==> config.mk <==
export PLATFORM = sky130hd
export DESIGN_NAME = radix_pick
export DESIGN_NICKNAME = d
export VERILOG_FILES = /design/src/rtl/radix_pick.sv
export SDC_FILE = /design/constraint.sdc
export NUM_CORES = 1
export LEC_CHECK = 0
export BUFFER_PORTS_ARGS = -buffer_cell sky130_fd_sc_hd__buf_2
export CORE_UTILIZATION = 40
export CTS_BUF_LIST = sky130_fd_sc_hd__clkbuf_4
export DETAILED_ROUTE_END_ITERATION = 8
export PLACE_DENSITY = 0.66
export SYNTH_ARGS = -nofsm -noshare
export SYNTH_HDL_FRONTEND = slang
export SYNTH_SLANG_ARGS = --single-unit
export TNS_END_PERCENT = 50
==> constraint.sdc <==
create_clock -name clk -period 14 [get_ports clk]
set_input_delay 1.4 -clock clk [delete_from_list [all_inputs] [get_ports clk]]
set_output_delay 1.4 -clock clk [all_outputs]
set_load 0.02 [all_outputs]
==> src/rtl/radix_pick.sv <==
module radix_pick #(
  parameter int W = 16,
  localparam int EW = $clog2(W + 1)
) (
  input  logic          clk,
  input  logic          rst_n,
  input  logic          start,
  input  logic [W-1:0]  x,
  output logic          done,
  output logic [W:0]    radix,
  output logic [EW-1:0] radix_exp
);

  typedef enum logic [1:0] {IDLE, SEARCH, PICK} st_t;

  st_t           st;
  logic [W-1:0]  xr, sh;
  logic [EW-1:0] cnt, p;

  wire [EW-1:0] p1  = p + 1'b1;
  wire [W:0]    one = {{W{1'b0}}, 1'b1};
  wire [W:0]    lo  = one << p;
  wire [W:0]    hi  = one << p1;
  wire [W+1:0]  sum = {1'b0, lo} + {1'b0, hi};
  wire [W:0]    mid = sum[W+1:1];
  wire          up  = {1'b0, xr} > mid;
  wire          hit = sh[W-1] || (cnt == '0);

  always_ff @(posedge clk or negedge rst_n) begin
    if (!rst_n) begin
      st        <= IDLE;
      xr        <= '0;
      sh        <= '0;
      cnt       <= '0;
      p         <= '0;
      done      <= 1'b0;
      radix     <= '0;
      radix_exp <= '0;
    end else begin
      done <= 1'b0;
      case (st)
        IDLE: if (start) begin
          xr  <= x;
          sh  <= x;
          cnt <= EW'(W - 1);
          st  <= SEARCH;
        end
        SEARCH: if (hit) begin
          p  <= cnt;
          st <= PICK;
        end else begin
          sh  <= sh << 1;
          cnt <= cnt - 1'b1;
        end
        PICK: begin
          radix     <= up ? hi : lo;
          radix_exp <= up ? p1 : p;
          done      <= 1'b1;
          st        <= IDLE;
        end
        default: st <= IDLE;
      endcase
    end
  end

endmodule

# After elaboration in Yosys (flattened, before gate mapping)
# Cells that the tools add are included.
# totals
ff_bits,67
memories,0
rom_bits,0
latchBits,0
out_inout_bits,23
mem_bits_rw,0
input_bits,19
# op_classes
n_addsub,3
magnitude_cmp,1
div_mod_pow,0
reduce_logical,8
multipliers,0
bitwise_logic,0
n_shift,2
n_mux,12
n_eq_ne,5
# ops
operator,count
"1-bit by 5-bit left shift with 17-bit output, first input constant",2
16-bit two-way mux,2
16-bit case mux with 2 select lines,1
17-bit by 17-bit adder with 18-bit output,1
16-bit by 17-bit greater-than comparator with 1-bit output,1
17-bit two-way mux,1
5-bit two-way mux,3
5-bit case mux with 2 select lines,1
"2-bit inequality test, second input constant",3
2-bit AND reduction,3
"5-bit by 1-bit adder with 5-bit output, second input constant",1
5-bit zero test,1
"5-bit by 1-bit subtractor with 5-bit output, second input constant",1
2-bit two-way mux,2
2-bit case mux with 2 select lines,1
3-bit AND reduction,1
"2-bit by 1-bit equality test with 1-bit output, second input constant",1
"2-bit equality test, second input constant",1
2-bit zero test,1
2-bit nonzero test,1
1-bit logical OR,1
1-bit two-way mux,1

# Logic depth before layout (Yosys ltp)
# depth
depth_word,5
depth_mapped,26
mapped_depth_nobuf,23

# Least setup slack after synthesis
# No wires, ideal clock.
# synth_timing
path_type,register -> register
start,register p[0]
end,register radix[0]
arrival_ns,4.666
period_less_slack_ns,4.798
path_slack_ns,9.202
stages_incl_launch_ff,24
path_buffers,3
t_required_ns,13.868
path_cell_list,dfrtp_1 -> ha_1 -> buf_2 -> xor2_1 -> nor3_1 -> a21oi_1 -> nor2_1 -> and2_1 -> ha_1 -> a21oi_1 -> nor3b_1 -> a211oi_1 -> o31ai_1 -> a21boi_2 -> mux2i_1 -> a2111oi_1 -> ha_1 -> a31oi_1 -> o21ai_2 -> nor3_2 -> buf_6 -> buf_12 -> mux2i_1 -> o21ai_1
# synth_via
elab_chain_cells,5
# synth_lines
element,line_no,text
start: declaration,18,"logic [EW-1:0] cnt, p;"
start signal: assignment,49,p <= cnt;
5-bit by 1-bit adder with 5-bit output,20,wire [EW-1:0] p1 = p + 1'b1;
1-bit by 5-bit left shift with 17-bit output,23,wire [W:0] hi = one << p1;
17-bit by 17-bit adder with 18-bit output,24,"wire [W+1:0] sum = {1'b0, lo} + {1'b0, hi};"
16-bit by 17-bit greater-than comparator with 1-bit output,26,"wire up = {1'b0, xr} > mid;"
17-bit two-way mux *,56,radix <= up ? hi : lo;
end signal: assignment,56,
end: declaration,10,"output logic [W:0] radix,"
# Mark *: on every way between the ends. The rest lies on a longest branch, timed or not.
# A chain may end at the register's enable or synchronous reset.

# Worst setup path in the final report
# layout_timing
start,register p[0]
end,register radix[6]
# Same word-level chain as after synthesis.

==> impl_metrics.yaml <==
placed_design:
  io_buffers: 41
  hpwl_um: 7690
  globalplace.congestion: 0.983
global_route:
  track_usage_pct: 18.7
  grt_max_degree: 68
  grt_pass1_wl_um: 16900
  grt_overflow: 0
  grt_pass1_vias: 3304
  antenna_found_initial: 0
synthesis:
  seq_area_frac_synth_pct: 36.9
  synth-seq-cells: 67
  syn_inst: 483
  yosysWarnings: 0
  synth_edf_count: 0
  synthArstFlopShare_pct: 100
  syn_area_sq_um: 4540
  synth_cell_types: 55
  syn-num-nets: 542
  post_synth.cell_area_avg_sq_um: 9.40
  synthFlopType: "dfrtp_1"
timing:
  setup_tns_ns: 0
  finalSetupViolations: 0
  fmax_ghz: 0.182
  finClkSkew_ns: 0.0116
  maxSlewHeadroom_pct: 30.6
  worst_pin_slew_ns: 1.04
  hold_ws_ns: 0.487
  min_period_ns: 5.49
  post-route-period-util_pct: 39.2
  timing_hold_violations_final: 0
  rsz0062_at_grt: "false"
  drv_slew: 0
detailed_routing:
  via_count: 3570
  totalWireLength_um: 10200
  drcViolationCount: 0
  drtPass1Iterations: 4
  first_iter_violations: 168
  vias_per_cell: 5.43
  antenna_left: 0
  routedWlPerCell_um: 15.5
worst_setup_path:
  rr_endpoint: "radix[6]"
  endpoint: "radix[6]"
  regToRegSetupSlack_ns: 8.51
  r2r-start: "p[0]"
  start_kind: "flop"
  cp_cell_sequence: "ha_1 -> xor2_1 -> nor3_1 -> a21oi_1 -> nor2_1 -> and2_1 -> ha_1 -> a21oi_1 -> nor3b_1 -> a211oi_1 -> o31ai_1 -> nand2b_1 -> a21oi_1 -> xor2_1 -> ha_1 -> nand4_1 -> nor4_1 -> a31oi_1 -> o21ai_2 -> nor3_2 -> buf_4 -> and3_4 -> a221o_1"
  slowest_stage: "dfrtp_1"
  cp.arrival_ns: 5.80
  path_class: "flop to flop"
  cp-end-kind: "flop"
  required_ns: 14.31
  cp_max_fo: 21
  ff2ff_path_depth: 23
  critPathLaunch: "p[0]"
  max_stage_delay_ns: 0.54
clocking:
  cts_resized: 0
  ctsHoldBuffers: 0
  clkLatencyLatePin_ns: 0.43
  clock_path_buffers: 2
  clkTransAtPathRegs_ns: 0.10
  cts_buffers: 9
  clock_sinks: 67
  tritoncts: "built"
  clockRootBuffer: "clkbuf_4"
  htreeDepth: 3
  cts_setup_buffers: 0
finish:
  post-route-util_pct: 45.2
  diodes: 0
  syn2layout_area_growth_pct: 8.87
  drive_above_1_share_pct: 16.8
  finish.net_count: 573
floorplanning:
  start_util_pct: 41.5
  core-area_sq_um: 10900
  die_h_um: 109
  ioPinCount: 42
  die_w_um: 109
  num_rows: 38
  die_area_sq_um: 11800
power:
  ir_drop_mv: 0.111
  p_leak_nw: 2.29
  power.density_nw_per_um2: 212
flow_run:
  cap_violations: 0
worst_hold_path:
  hold_path_class: "flop to flop"
status:
  outcome: "completed"
metrics by stage:
step                cells  area, sq um  worst slack, ns  power, W
detailed placement    643         4820             8.59  0.000933
global route          657         4940             8.02   0.00115
global placement      643         4820             8.73  0.000915
finish                657         4940             8.51   0.00105
floorplan             483         4540             9.20  0.000818
CTS                   657         4940             8.55   0.00106
cell families after synthesis:
kind of cell / count (synthesis) / share of synthesized area (%)
xor gates and xnor gates: 23 / 4.44
muxes: 43 / 9.95
AOI/OAI and AO/OA: 102 / 14.4
buffers and inverters: 41 / 4.27
and+or+nand+nor: 167 / 18.8
DFF: 67 / 36.9
adders and majority gates: 40 / 11.2
layout by cell type (no fill, tap or decap), drive strengths merged, types with 2 or more instances in the layout:
master / count
nand2b: 6
mux2: 17
a211oi: 5
buf: 45
a31oi: 6
o21a: 3
a21oi: 33
nor2: 39
nor3: 12
xnor2: 13
nor2b: 7
or2: 2
o21ai: 28
inv: 16
clkbuf: 10
and2: 16
nor4: 11
a21o: 3
nor3b: 3
ha: 39
a311o: 2
nand3: 10
mux2i: 26
a221o: 8
xor2: 10
nand4: 7
o21bai: 5
dfrtp: 67
clkinv: 3
and3: 5
nand2: 44
a21boi: 2
critical path, delay by kind of cell, from the launching register on:
kind,cells,cell delay (ns)
XOR/XNOR,2,0.28
flip-flops,1,0.54
adder cells (fa/ha/maj),3,1.00
AO/OA/AOI/OAI,8,1.80
AND/OR/NAND/NOR,9,1.56
buffers and inverters,1,0.23
routing by layer:
layer / wire length [um] / part of all wire, % / GRT usage [%] / up-vias
met5: 0 / 0 / 0 / -
met4: 148 / 1.5 / 5.50 / 0
met3: 492 / 4.8 / 3.92 / 15
met2: 4480 / 44 / 28.3 / 100
met1: 5070 / 50 / 26.8 / 1659
li1: - / - / - / 1796
synth_stat cells, drive strengths merged, types with 2 or more instances:
| cell | number | share of area, % |
|---|---|---|
| dfrtp | 67 | 37 |
| nand2 | 44 | 3.6 |
| ha | 39 | 11 |
| nor2 | 39 | 3.2 |
| a21oi | 33 | 3.6 |
| o21ai | 28 | 3.2 |
| mux2i | 26 | 5.7 |
| mux2 | 17 | 4.2 |
| and2 | 16 | 2.2 |
| inv | 16 | 1.3 |
| clkbuf | 13 | 1.1 |
| xnor2 | 13 | 2.5 |
| buf | 12 | 1.9 |
| nor3 | 12 | 1.4 |
| nor4 | 11 | 1.5 |
| nand3 | 10 | 1.1 |
| xor2 | 10 | 1.9 |
| a221o | 8 | 1.8 |
| nand4 | 7 | 0.96 |
| nor2b | 7 | 0.96 |
| a31oi | 6 | 0.96 |
| nand2b | 6 | 0.83 |
| a211oi | 5 | 0.83 |
| and3 | 5 | 0.91 |
| o21bai | 5 | 0.83 |
| a21o | 3 | 0.50 |
| nor3b | 3 | 0.50 |
| o21a | 3 | 0.52 |
| a21boi | 2 | 0.41 |
| a311o | 2 | 0.44 |
| or2 | 2 | 0.28 |
report_power, final:
group | switching [W] | leakage [nW] | internal, W | total (W)
clock network | 0.0000654 | 0.0695 | 0.0000534 | 0.000119
registers | 0.0000499 | 0.806 | 0.000270 | 0.000320
logic | 0.000359 | 1.41 | 0.000251 | 0.000610
total | 0.000474 | 2.29 | 0.000575 | 0.00105
sequential cells by signal (all words and copies together), names as in the netlist:
name and flops:
p 5, cnt 5, sh 16, done 1, st 2, radix 17, radix_exp 5, xr 16
worst min-delay path by stage:
stage | start | end | slack (ns) | cells past startpoint
after global routing | radix_exp[3] | radix_exp[3] | 0.52 | 2
after detailed placement | radix_exp[3] | radix_exp[3] | 0.47 | 2
after floorplan | cnt[0] | cnt[0] | 0.46 | 1
final | radix_exp[3] | radix_exp[3] | 0.49 | 2
after CTS | radix_exp[3] | radix_exp[3] | 0.49 | 2
after global placement | radix_exp[3] | radix_exp[3] | 0.46 | 2
area by class of cell:
class	count	area, sq um
Fill cell	1081	5990
Multi-Input combinational cell	375	2680
Sequential cell	67	1680
Timing Repair Buffer	45	235
Tap cell	140	175
Clock buffer	10	75.1
Inverter	16	60.1
Clock inverter	4	43.8
Note: power is estimated with default switching activity, not from simulation.
